## src/rtl/bootAckPkg.sv

```systemverilog
package bootAckPkg;
  typedef enum logic [1:0] {
    ST_IDLE,
    ST_WAIT,
    ST_RECV,
    ST_DATA
  } bootState_t;

  typedef struct packed {
    logic loadTimer;
    logic countTimer;
    logic clearBits;
    logic shiftBit;
    logic setAckErr;
    logic setTimeout;
  } dpCtrl_t;

  localparam logic [1:0] CMD_BOOT = 2'b11;
  localparam int FLAG_ACKERR = 0;
  localparam int FLAG_TIMEOUT = 1;
  localparam int NUM_FLAGS = 2;
endpackage

```

## src/rtl/bootAckCtrl.sv

```systemverilog
module bootAckCtrl
  import bootAckPkg::*;
(
  input  logic       clk,
  input  logic       rstN,
  input  logic       cmdWrite,
  input  logic [1:0] cmdType,
  input  logic       ackEnable,
  input  logic       dat0Sample,
  input  logic       timerExpired,
  input  logic       bitsDone,
  input  logic       patternOk,
  output dpCtrl_t    ctrl,
  output logic       dataAccept
);
  bootState_t state, nextState;

  always_comb begin
    nextState = state;
    ctrl = '0;
    if (cmdWrite) begin
      if (cmdType == CMD_BOOT) begin
        if (ackEnable) begin
          nextState = ST_WAIT;
          ctrl.loadTimer = 1'b1;
        end else begin
          nextState = ST_DATA;
        end
      end else begin
        nextState = ST_IDLE;
      end
    end else begin
      case (state)
        ST_WAIT: begin
          if (!dat0Sample) begin
            nextState = ST_RECV;
            ctrl.clearBits = 1'b1;
          end else if (timerExpired) begin
            nextState = ST_IDLE;
            ctrl.setTimeout = 1'b1;
          end else begin
            ctrl.countTimer = 1'b1;
          end
        end
        ST_RECV: begin
          ctrl.shiftBit = 1'b1;
          if (bitsDone) begin
            if (patternOk) begin
              nextState = ST_DATA;
            end else begin
              nextState = ST_IDLE;
              ctrl.setAckErr = 1'b1;
            end
          end
        end
        default: ;
      endcase
    end
  end

  always_ff @(posedge clk) begin
    if (!rstN) state <= ST_IDLE;
    else       state <= nextState;
  end

  assign dataAccept = (state == ST_DATA);
endmodule

```

## src/rtl/bootAckDatapath.sv

```systemverilog
module bootAckDatapath
  import bootAckPkg::*;
#(
  parameter int TIMER_W = 16,
  parameter int ACK_BITS = 4,
  parameter logic [ACK_BITS-1:0] ACK_PATTERN = 4'b0101
) (
  input  logic                 clk,
  input  logic                 rstN,
  input  dpCtrl_t              ctrl,
  input  logic                 dat0Sample,
  input  logic [TIMER_W-1:0]   timeoutLimit,
  input  logic [NUM_FLAGS-1:0] statusEnable,
  input  logic [NUM_FLAGS-1:0] irqEnable,
  input  logic                 clearWrite,
  input  logic [NUM_FLAGS-1:0] clearMask,
  output logic                 timerExpired,
  output logic                 bitsDone,
  output logic                 patternOk,
  output logic [NUM_FLAGS-1:0] statusFlags,
  output logic                 irq
);
  localparam int CNT_W = (ACK_BITS > 1) ? $clog2(ACK_BITS) : 1;
  localparam logic [CNT_W-1:0] LAST_BIT = CNT_W'(ACK_BITS - 1);

  logic [TIMER_W-1:0]   waitCount;
  logic [CNT_W-1:0]     bitCount;
  logic [ACK_BITS-2:0]  shiftReg;
  logic [ACK_BITS-1:0]  candidate;
  logic [NUM_FLAGS-1:0] setReq;

  always_ff @(posedge clk) begin
    if (!rstN)                waitCount <= '0;
    else if (ctrl.loadTimer)  waitCount <= '0;
    else if (ctrl.countTimer) waitCount <= waitCount + 1'b1;
  end

  assign timerExpired = ({1'b0, waitCount} + 1'b1) >= {1'b0, timeoutLimit};

  always_ff @(posedge clk) begin
    if (!rstN) begin
      bitCount <= '0;
      shiftReg <= '0;
    end else if (ctrl.clearBits) begin
      bitCount <= '0;
      shiftReg <= '0;
    end else if (ctrl.shiftBit) begin
      bitCount <= bitCount + 1'b1;
      shiftReg <= candidate[ACK_BITS-2:0];
    end
  end

  assign candidate = {shiftReg, dat0Sample};
  assign patternOk = (candidate == ACK_PATTERN);
  assign bitsDone  = (bitCount == LAST_BIT);

  always_comb begin
    setReq = '0;
    setReq[FLAG_ACKERR]  = ctrl.setAckErr;
    setReq[FLAG_TIMEOUT] = ctrl.setTimeout;
  end

  for (genvar i = 0; i < NUM_FLAGS; i++) begin : g_flag
    always_ff @(posedge clk) begin
      if (!rstN)                             statusFlags[i] <= 1'b0;
      else if (setReq[i] && statusEnable[i]) statusFlags[i] <= 1'b1;
      else if (clearWrite && clearMask[i])   statusFlags[i] <= 1'b0;
    end
  end

  assign irq = |(statusFlags & irqEnable);
endmodule

```

## src/rtl/bootAckCheck.sv

```systemverilog
module bootAckCheck
  import bootAckPkg::*;
#(
  parameter int TIMER_W = 16
) (
  input  logic               clk,
  input  logic               rstN,
  input  logic               cmdWrite,
  input  logic [1:0]         cmdType,
  input  logic               ackEnable,
  input  logic               dat0Sample,
  input  logic [TIMER_W-1:0] timeoutLimit,
  input  logic [1:0]         statusEnable,
  input  logic [1:0]         irqEnable,
  input  logic               clearWrite,
  input  logic [1:0]         clearMask,
  output logic               dataAccept,
  output logic [1:0]         statusFlags,
  output logic               irq
);
  dpCtrl_t ctrl;
  logic    timerExpired;
  logic    bitsDone;
  logic    patternOk;

  bootAckCtrl u_ctrl (
    .clk          (clk),
    .rstN         (rstN),
    .cmdWrite     (cmdWrite),
    .cmdType      (cmdType),
    .ackEnable    (ackEnable),
    .dat0Sample   (dat0Sample),
    .timerExpired (timerExpired),
    .bitsDone     (bitsDone),
    .patternOk    (patternOk),
    .ctrl         (ctrl),
    .dataAccept   (dataAccept)
  );

  bootAckDatapath #(
    .TIMER_W (TIMER_W)
  ) u_dp (
    .clk          (clk),
    .rstN         (rstN),
    .ctrl         (ctrl),
    .dat0Sample   (dat0Sample),
    .timeoutLimit (timeoutLimit),
    .statusEnable (statusEnable),
    .irqEnable    (irqEnable),
    .clearWrite   (clearWrite),
    .clearMask    (clearMask),
    .timerExpired (timerExpired),
    .bitsDone     (bitsDone),
    .patternOk    (patternOk),
    .statusFlags  (statusFlags),
    .irq          (irq)
  );
endmodule

```

## config.mk

```make
export PLATFORM = sky130hd
export DESIGN_NAME = bootAckCheck
export DESIGN_NICKNAME = d
export VERILOG_FILES = /design/src/rtl/bootAckPkg.sv /design/src/rtl/bootAckCtrl.sv /design/src/rtl/bootAckDatapath.sv /design/src/rtl/bootAckCheck.sv
export SDC_FILE = /design/constraint.sdc
export NUM_CORES = 1
export LEC_CHECK = 0
export ABC_AREA = 1
export BUFFER_PORTS_ARGS = -buffer_cell sky130_fd_sc_hd__buf_2
export CELL_PAD_IN_SITES_DETAIL_PLACEMENT = 1
export CELL_PAD_IN_SITES_GLOBAL_PLACEMENT = 1
export CORE_AREA = 2 2 98 53
export DETAILED_ROUTE_END_ITERATION = 10
export DIE_AREA = 0 0 100 55
export PLACE_DENSITY = 0.89
export SYNTH_ARGS = -nofsm -noshare
export SYNTH_HDL_FRONTEND = slang
export SYNTH_SLANG_ARGS = --single-unit
```

## constraint.sdc

```tcl
create_clock -name clk -period 5.8 [get_ports clk]
set_input_delay 0.29 -clock clk [delete_from_list [all_inputs] [get_ports clk]]
set_output_delay 0.29 -clock clk [all_outputs]
set_load 0.01 [all_outputs]
```

==> impl_metrics.csv, run 1 <==
group,metric,value,unit
global_routing,grt_pass1_wl,8.41,mm
final_layout,final_area,2120,um2
critical_path,end_kind,"register",
floorplan,core,4680,um2
routing,via_per_inst,5.00,
run_status,outcome,"finished, final reports clean",
power_and_ir_drop,powerDensity,164,nW/um2
synth,mappedNetlistArea,1860,um2
synth,syn_nets,329,
clocking,cts_setup_buffers,0,
timing,fin_skew,0.00946,ns
power_and_ir_drop,power.leakage,1.09,nW
floorplan,fp-row-count,18,
clocking,cts_hold_buf,0,
min_path,hp-class,"in2reg",
timing,max_slew_margin,17.1,%
timing,setup_viol,0,
timing,worst_pin_slew,1.24,ns
final_layout,final_common_cell,"nand2_1",
final_layout,fillCellCount,639,
clocking,insertion_delay,0.28,ns
clocking,cts-root-buf,"clkbuf_8",
final_layout,layout_common_cells,"57 x nand2_1, 55 x nor2_1, 46 x inv_1, 33 x buf_2, 25 x dfxtp_1",
final_layout,syn_to_final_growth,13.8,%
synth,synth_flop_cell,"dfxtp_1",
routing,ant_nets,0,
clocking,cts-buffers-inserted,3,
final_layout,diodes,0,
routing,drc_errors,0,
power_and_ir_drop,seq_power_share,52.1,%
synth,ys.warnings.count,0,
global_routing,grt_max_degree,23,
synth,synth_async_sr_flop_share,0,%
power_and_ir_drop,p_sw,101,uW
critical_path,required,5.97,ns
clocking,cts.clk_slew.worst_paths,0.10,ns
routing,routedWlPerCell,14.3,um
synth,synth-seq-cells,25,
power_and_ir_drop,combPwrFrac,16.5,%
placement,io_buffers,33,
synth,synth_edf_count,0,
placement,placedInstanceArea,2070,um2
clocking,cts_max_path_buffers,2,
placement,dpl.hpwl,4.37,mm
critical_path,critical_path_class,"reg2reg",
critical_path,reg2reg_depth,15,
clocking,cts_tree,"built",
clocking,h-tree-depth,1,
power_and_ir_drop,swShare,28.9,%
min_path,hold_path_depth,4,
timing,clock.fmax,311,MHz
critical_path,crit_fanout,22,
routing,routed_wl,5.33,mm
routing,drt_iter0_drc,57,
synth,ys_types,32,
routing,firstDrtPassIters,4,
power_and_ir_drop,p_clk_share,31.4,%
timing,finalCritPeriodShare,55.5,%
final_layout,nets,363,
power_and_ir_drop,peakVddDrop,71.2,uV
global_routing,grt-ovfl-total,0,
final_layout,register_area,500,um2
power_and_ir_drop,power.internal,248,uW
timing,tns,0,ns
critical_path,critPathLaunchType,"register",
clocking,cts_resized,0,
synth,syn-mean-instance-area,6.63,um2
floorplan,die_h,55,um
final_layout,drive_above_1_share,15.3,%
routing,vias,1870,
timing,maxSlewViolCount,0,
global_routing,grt_util_all_layers,20.3,%
synth,syn_inst,281,
global_routing,antenna_found_initial,0,
placement,place.gp.congestion,0.838,
global_routing,grt_pass1_vias,1759,
floorplan,dieArea,5500,um2
clocking,cts.sinks,25,
synth,yosysSeqAreaShare,26.9,%
critical_path,worstPathArrival,3.39,ns
timing,rsz0062_at_grt,"no",
floorplan,start_util,39.8,%
timing,final_hold_viol_count,0,
floorplan,ioPinCount,34,
timing,period_needed,3.22,ns
run,max_cap_viol_count,0,
final_layout,multi_input_area,1160,um2
floorplan,chipWidth,100,um
==> sequential cells by signal (all words and copies together) (netlist names) <==
name / flops
u_dp.waitCount: 16
u_dp.statusFlags: 2
u_ctrl.state: 2
u_dp.bitCount: 2
u_dp.shiftReg: 3
==> cell type report <==
type                            instances  area share, %
Tap cell                               60           3.54
Sequential cell                        25           23.6
Multi-Input combinational cell        205           54.5
Clock inverter                          1          0.236
Timing Repair Buffer                   33           7.79
Clock buffer                            3           1.95
Inverter                               47           8.32
==> metrics by stage <==
| stage | instances | hold WS [ns] | util [%] | power (mW) | worst slack, ns |
|---|---|---|---|---|---|
| after floorplan | 281 | 0.411 | - | 0.220 | 3.24 |
| after global placement | 370 | 0.458 | 44.3 | 0.238 | 2.86 |
| after detailed placement | 370 | 0.470 | 44.3 | 0.242 | 2.62 |
| after CTS | 374 | 0.275 | 45.2 | 0.350 | 2.59 |
| after global routing | 374 | 0.286 | 45.2 | 0.365 | 2.34 |
| final | 374 | 0.275 | 45.2 | 0.348 | 2.58 |
==> final timing paths <==
check	startpoint	end	slack (ns)
max	u_dp.waitCount[0]$_SDFFE_PP0P_	u_dp.waitCount[2]$_SDFFE_PP0P_	2.58
min	clearMask[0]	u_dp.statusFlags[0]$_SDFFE_PN0P_	0.27
max reg2reg	u_dp.waitCount[0]$_SDFFE_PP0P_	u_dp.waitCount[2]$_SDFFE_PP0P_	2.58
min reg2reg	u_dp.bitCount[1]$_SDFFE_PP0P_	u_dp.bitCount[1]$_SDFFE_PP0P_	0.48
==> layer usage <==
layer	GRT usage, %	routed length [um]	vias to the layer above
met1	27.7	2700	887
met3	3.14	189	8
met4	4.79	71	0
met5	0	0	-
li1	-	-	944
met2	34.6	2370	31
==> synth_stat cells (4+ instances only) <==
library cell | instances | area share, %
nand4_1 | 4 | 1.3
dfxtp_1 | 25 | 27
nor2_1 | 55 | 11
a21oi_1 | 11 | 3.0
nand2_1 | 57 | 11
nor2_2 | 4 | 1.3
nand3_1 | 9 | 2.4
o21ai_0 | 11 | 3.0
inv_1 | 46 | 9.3
xor2_1 | 11 | 5.2
ha_1 | 18 | 12
==> worst max-delay path: stages, from the launching register on <==
cell and delay (ns):
dfxtp_1 0.39, ha_1 0.20, nand2_1 0.07, nor2_2 0.16, nand2_2 0.15, nor3_2 0.20
nand2_1 0.11, xnor2_1 0.29, ha_1 0.31, nand2_1 0.10, nor2_1 0.06, a21boi_0 0.14
nor2_2 0.25, nand4_4 0.34, o21ai_0 0.28, nor2_1 0.06
==> cells by family (layout without fill, tap and decap cells) <==
family / after synthesis / after routing / synth area share, %
AO/OA/AOI/OAI: 33 / 33 / 10.0
AND/OR/NAND/NOR: 140 / 140 / 33.4
adder cells (fa/ha/maj): 18 / 18 / 12.1
XOR/XNOR: 14 / 14 / 6.58
flip-flops: 25 / 25 / 26.9
buffers and inverters: 51 / 84 / 11.1
==> power groups by stage <==
stage	clock (mW)	combinational (mW)	sequential, mW
after floorplan	0	0.0356	0.184
after CTS	0.111	0.0576	0.182
after global routing	0.118	0.0654	0.182
after global placement	0	0.0535	0.185
final	0.109	0.0573	0.182
after detailed placement	0	0.0570	0.185
Power figures use the tool's default switching activity.
==> run 2, diff against run 1 <==
Settings changed: ABC_AREA 1 to 0, CORE_AREA 2 2 98 53 to 2 2 105 56, DIE_AREA 0 0 100 55 to 0 0 107 58, PLACE_DENSITY 0.89 to 0.82.
Clock period 5.8 ns to 2.9 ns, I/O delays scaled along.
==> run 2 against run 1 <==
  * The run now ends with negative setup slack left
  * Register-to-register slack got worse by 2.9 ns
  * First-iteration DRC count up 98%
  * Design area increased by 36%
  * Worst setup slack got worse by 2.9 ns
  * Largest cell class unchanged
  * Highest routed layer unchanged
==> impl_metrics.csv, run 2 <==
group,metric,value,unit
timing,tns,-4.29,ns
power_and_ir_drop,seq_power_share,51.5,%
critical_path,crit_fanout,12,
global_routing,antenna_found_initial,0,
timing,finalCritPeriodShare,111,%
routing,routed_wl,7.54,mm
timing,fin_skew,0.00494,ns
synth,synthTopCellsByArea,"dfxtp_1 26%, ha_1 12%, a41o_1 4.1%, nand2_1 3.7%, nor2_1 3.7%",
final_layout,layout_common_cells,"40 x buf_4, 33 x buf_2, 20 x dfxtp_1, 19 x nand2_1",
floorplan,ioPinCount,34,
routing,vias,2114,
synth,ys_types,52,
run,max_cap_viol_count,0,
final_layout,largest_registers,"u_dp.waitCount (16), u_dp.shiftReg (3)",
timing,maxSlewViolCount,0,
synth,synthTopCellsByCount,"25 x dfxtp_1, 19 x nand2_1, 19 x nor2_1, 18 x ha_1, 18 x inv_1",
clocking,cts-root-buf,"clkbuf_8",
placement,io_buffers,33,
global_routing,grt_pass1_vias,2255,
clocking,cts_tree,"built",
synth,mappedNetlistArea,1940,um2
timing,period_needed,3.21,ns
timing,clock.fmax,311,MHz
clocking,insertion_delay,0.28,ns
placement,dp_cells,362,
power_and_ir_drop,p_clk_share,33.7,%
synth,ys.warnings.count,0,
power_and_ir_drop,peakVddDrop,169,uV
floorplan,chipWidth,107,um
final_layout,syn_to_final_growth,48.0,%
timing,max_slew_margin,34.0,%
clocking,cts.sinks,25,
routing,drc_errors,0,
power_and_ir_drop,swShare,28.6,%
floorplan,dieArea,6210,um2
global_routing,grt_max_degree,20,
timing,rsz0062_at_grt,"yes",
final_layout,final_area,2870,um2
synth,synth_flop_cell,"dfxtp_1",
critical_path,end_kind,"register",
critical_path,worstPathArrival,3.41,ns
final_layout,diodes,0,
global_routing,grt_pass1_wl,12.0,mm
final_layout,nets,356,
critical_path,critPathLaunchType,"register",
timing,final_hold_viol_count,0,
routing,routedWlPerCell,19.9,um
clocking,h-tree-depth,1,
power_and_ir_drop,p_sw,194,uW
power_and_ir_drop,power.internal,484,uW
power_and_ir_drop,powerDensity,236,nW/um2
routing,firstDrtPassIters,4,
synth,yosysSeqAreaShare,25.8,%
timing,setup_viol,19,
critical_path,critical_path_class,"reg2reg",
placement,place.gp.congestion,0.798,
clocking,cts_max_path_buffers,2,
synth,synth-seq-cells,25,
floorplan,die_h,58,um
synth,syn_inst,230,
final_layout,final_common_cell,"buf_4",
global_routing,grt-ovfl-total,0,
critical_path,required,3.10,ns
final_layout,fin_cells,380,
synth,syn_nets,278,
run_status,outcome,"finished with violations",
power_and_ir_drop,combPwrFrac,14.8,%
global_routing,grt_util_all_layers,25.4,%
clocking,cts-buffers-inserted,3,
routing,drt_iter0_drc,113,
floorplan,core,5300,um2
synth,synth_edf_count,0,
run_status,violations,"negative setup slack",
routing,ant_nets,0,
min_path,hp-class,"in2reg",
final_layout,largest_register,"u_dp.waitCount",
floorplan,fp-row-count,19,
final_layout,largest_reg_flops,16,
timing,worst_pin_slew,0.977,ns
timing,setup_ws,-0.311,ns
synth,syn-mean-instance-area,8.44,um2
final_layout,drive_above_1_share,43.6,%
clocking,cts_hold_buf,0,
clocking,cts.clk_slew.worst_paths,0.10,ns
power_and_ir_drop,power.leakage,1.37,nW
synth,synth_top_cell_area_share,25.8,%
synth,yosys.cell_count.top_type,"dfxtp_1",
synth,synth_async_sr_flop_share,0,%
floorplan,start_util,36.6,%
routing,via_per_inst,5.56,
placement,placedInstanceArea,2450,um2
synth,synth_top_cell_by_area,"dfxtp_1",
placement,dpl.hpwl,4.74,mm
-- run 2: cell types whose count changed after synthesis, sizes merged, moves of 5 or more --
cell   change
or4        +5
o21ai      -6
nor2      -41
a41o       +8
nand2     -40
a31oi      +8
mux2i      +5
inv       -27
-- run 2: worst paths after layout --
check / start / slack, ns / to / cells after the start
setup / recovery: u_dp.waitCount[2]$_SDFFE_PP0P_ / -0.31 / u_dp.waitCount[4]$_SDFFE_PP0P_ / 12
hold / removal: statusEnable[1] / 0.12 / u_dp.statusFlags[1]$_SDFFE_PN0P_ / 3
hold reg to reg: u_dp.statusFlags[0]$_SDFFE_PN0P_ / 0.49 / u_dp.statusFlags[0]$_SDFFE_PN0P_ / 2
setup reg to reg: u_dp.waitCount[2]$_SDFFE_PP0P_ / -0.31 / u_dp.waitCount[4]$_SDFFE_PP0P_ / 12
-- run 2: power by group through the flow --
stage | sequential (mW) | combinational [mW] | clock, mW
after floorplan | 0.357 | 0.0498 | 0
after detailed placement | 0.358 | 0.0883 | 0
after global routing | 0.350 | 0.112 | 0.249
final | 0.349 | 0.101 | 0.229
after CTS | 0.349 | 0.0943 | 0.224
after global placement | 0.358 | 0.0850 | 0
-- run 2: what timing repair did --
action | CTS | global route
resized for setup | 33 | 14
setup endpoints to repair | 19 | 19
buffers inserted | 11 | 1
gates cloned | 3 | 0
pin swaps | 24 | 7
-- run 2: worst max-delay path, cell delays in order, from the launching register on --
cell and delay, ns:
dfxtp_1 0.37, nand2_1 0.13, nor4_4 0.36, and3_4 0.24, and3_4 0.20, xor2_1 0.19
ha_1 0.28, nor2b_1 0.17, a211oi_2 0.26, o211ai_2 0.17, buf_12 0.18, or4_4 0.42
a21oi_2 0.16
-- run 2: layout make-up --
| class | count | area, um2 |
|---|---|---|
| fill | 646 | 2430 |
| multi-input combinational | 177 | 1530 |
| timing repair buffer | 82 | 617 |
| sequential | 25 | 512 |
| tap | 73 | 91.3 |
| inverter | 19 | 71.3 |
| clock buffer | 3 | 41.3 |
| clock inverter | 1 | 7.51 |
-- run 2: per-layer routing --
layer  vias to the layer above  share of wire (%)  track usage (%)
met4                         0                1.9             4.08
met1                      1031                 46             33.8
met3                        12                5.1             4.72
li1                       1008                  -                -
met2                        63                 47             44.4
met5                         -                  0                0
-- run 2: per-stage QoR --
step	utilization (%)	hold WS, ns	setup WS, ns	power (mW)
2_1_floorplan	-	0.292	0.00691	0.407
3_3_place_gp	46.2	0.409	-0.223	0.443
3_5_place_dp	46.2	0.431	-0.339	0.446
4_1_cts	53.2	0.125	-0.188	0.668
5_1_grt	54.2	0.118	-0.398	0.712
6_report	54.2	0.117	-0.311	0.679
-- run 2: cells by family (layout without fill, tap and decap cells) --
logic type / after synthesis / count (layout) / synth area share, %
AOI/OAI and AO/OA: 56 / 56 / 21.9
xor gates and xnor gates: 15 / 15 / 6.77
adders and majority gates: 18 / 18 / 11.6
buffers and inverters: 28 / 105 / 6.31
DFF: 25 / 25 / 25.8
muxes: 5 / 5 / 2.58
and+or+nand+nor: 83 / 83 / 25.1
==> run 3, diff against run 2 <==
Settings changed: CORE_AREA 2 2 105 56 to 2 2 100 54, DIE_AREA 0 0 107 58 to 0 0 102 56, PLACE_DENSITY 0.82 to 0.85.
Clock period 2.9 ns to 3.5 ns, I/O delays scaled along.
==> run 3 against run 2 <==
  * Highest routed layer unchanged
  * The flow now finishes without violations
  * Total power shrank 20%
  * Clock skew is 0.0042 ns higher
  * Via count down 6.3%
  * Design area is 17% lower
  * Core utilization down 4.2 points
  * Cell count decreased by 9.7%
  * Clock-buffer cell count is 1 higher
  * Worst setup slack better by 0.46 ns
  * Sequential share of layout area increased by 3.5 points
  * First-iteration DRC count is 42% higher
  * Fmax fell by 4.2%
==> impl_metrics.csv, run 3 (same netlist as run 2, synthesis figures left out) <==
group,metric,value,unit
critical_path,critPathLaunchType,"register",
final_layout,final_common_cell,"buf_2",
clocking,h-tree-depth,1,
final_layout,largest_registers,"u_dp.waitCount (16), u_dp.shiftReg (3)",
final_layout,multi_input_area,1380,um2
placement,dp_cells,333,
run_status,outcome,"finished, final reports clean",
final_layout,fin_cells,343,
placement,dpl.hpwl,4.61,mm
clocking,insertion_delay,0.28,ns
timing,period_needed,3.35,ns
floorplan,die_h,56,um
power_and_ir_drop,power.leakage,1.13,nW
global_routing,grt_util_all_layers,21.9,%
timing,max_slew_margin,34.9,%
floorplan,start_util,40.7,%
power_and_ir_drop,peakVddDrop,124,uV
timing,rsz0062_at_grt,"no",
critical_path,end_kind,"register",
clocking,cts.clk_slew.worst_paths,0.09,ns
routing,routedWlPerCell,18.4,um
critical_path,cpMaxStageDelayCell,"dfxtp_2",
final_layout,fillCellCount,588,
timing,finalCritPeriodShare,95.8,%
timing,final_hold_viol_count,0,
placement,io_buffers,33,
routing,vias,1981,
floorplan,dieArea,5710,um2
routing,routed_wl,6.30,mm
critical_path,required,3.70,ns
power_and_ir_drop,powerDensity,226,nW/um2
final_layout,largest_register,"u_dp.waitCount",
routing,drc_errors,0,
clocking,cts-buffers-inserted,3,
critical_path,crit_fanout,7,
final_layout,drive_above_1_share,27.8,%
routing,firstDrtPassIters,4,
critical_path,cp_slowest_stage_delay,0.41,ns
global_routing,antenna_found_initial,0,
timing,setup_viol,0,
clocking,cts_max_path_buffers,2,
clocking,cts.sinks,25,
routing,via_per_inst,5.78,
clocking,cts-root-buf,"clkbuf_8",
clocking,cts_hold_buf,0,
timing,tns,0,ns
global_routing,grt_pass1_vias,1951,
placement,place.gp.congestion,0.860,
timing,setup_ws,0.147,ns
critical_path,critical_path.top_delay_family,"simple AND/OR/NAND/NOR gates",
final_layout,register_area,508,um2
routing,drt_iter0_drc,161,
floorplan,fp-row-count,18,
critical_path,cp_cell_sequence,"nand2_1 -> or2_1 -> nor2_1 -> buf_4 -> and3_1 -> xor2_1 -> ha_1 -> a211oi_2 -> o21bai_1 -> o2111ai_2 -> o211ai_4 -> buf_6 -> or4_1 -> a21oi_1",
floorplan,ioPinCount,34,
critical_path,worstPathArrival,3.56,ns
timing,clock.fmax,298,MHz
critical_path,reg2reg_depth,14,
critical_path,path_buf_inv,2,
min_path,hp-class,"in2reg",
timing,maxSlewViolCount,0,
global_routing,grt_max_degree,20,
final_layout,diodes,0,
placement,place_ws,-0.230,ns
timing,worst_pin_slew,0.964,ns
routing,ant_nets,0,
min_path,hold_path_depth,4,
final_layout,layout_common_cells,"33 x buf_2, 21 x dfxtp_1, 19 x nand2_1, 19 x nor2_1, 18 x inv_1",
critical_path,critical_path_class,"reg2reg",
final_layout,nets,322,
floorplan,chipWidth,102,um
final_layout,largest_reg_flops,16,
run,max_cap_viol_count,0,
clocking,cts_tree,"built",
floorplan,core,4770,um2
final_layout,syn_to_final_growth,23.0,%
global_routing,grt-ovfl-total,0,
global_routing,grt_pass1_wl,9.89,mm
critical_path,cp.depth,14,
timing,fin_skew,0.00910,ns
==> run 3: per-layer routing <==
layer  vias to the layer above  part of all wire, %  GRT usage [%]
li1                        942                    -              -
met3                         6                  7.0           3.14
met5                         -                    0              0
met1                       972                   48           32.1
met4                         0                 0.59           1.71
met2                        61                   45           35.2
==> run 3: timing repair <==
item,CTS,global route
resized for setup,3,14
pin swaps,2,6
buffers inserted,3,3
endpoints found under the setup margin,13,19
==> run 3: stage by stage <==
stage / util, % / power (mW) / hold slack [ns] / area, um2
after floorplan: - / 0.337 / 0.322 / 1940
after global placement: 46.6 / 0.364 / 0.450 / 2220
after detailed placement: 46.6 / 0.368 / 0.443 / 2220
after CTS: 48.4 / 0.543 / 0.172 / 2310
after global routing: 50.0 / 0.567 / 0.198 / 2390
final: 50.0 / 0.541 / 0.175 / 2390
==> run 3: area by class of cell <==
cell class / instances / share of cell area (%)
timing repair buffer: 48 / 12.3
multi-input combinational: 177 / 57.9
clock buffer: 4 / 1.89
tap: 70 / 3.67
sequential: 25 / 21.3
inverter: 19 / 2.99
==> run 3: final timing paths <==
| kind | start | to | slack (ns) |
|---|---|---|---|
| min reg2reg | u_dp.statusFlags[0]$_SDFFE_PN0P_ | u_dp.statusFlags[0]$_SDFFE_PN0P_ | 0.50 |
| max | u_dp.waitCount[3]$_SDFFE_PP0P_ | u_dp.waitCount[5]$_SDFFE_PP0P_ | 0.15 |
| min | clearMask[0] | u_dp.statusFlags[0]$_SDFFE_PN0P_ | 0.18 |
| max reg2reg | u_dp.waitCount[3]$_SDFFE_PP0P_ | u_dp.waitCount[5]$_SDFFE_PP0P_ | 0.15 |
==> run 3: report_power, final <==
group	switching (mW)	internal, mW
Combinational	0.0437	0.0302
Sequential	0.00355	0.287
Clock	0.0951	0.0816
Total	0.142	0.398
==> run 3: worst min-delay path, cell delays in order <==
cell and delay, ns:
buf_2 0.07, nand2_1 0.04, nand2_1 0.06, a21oi_1 0.06
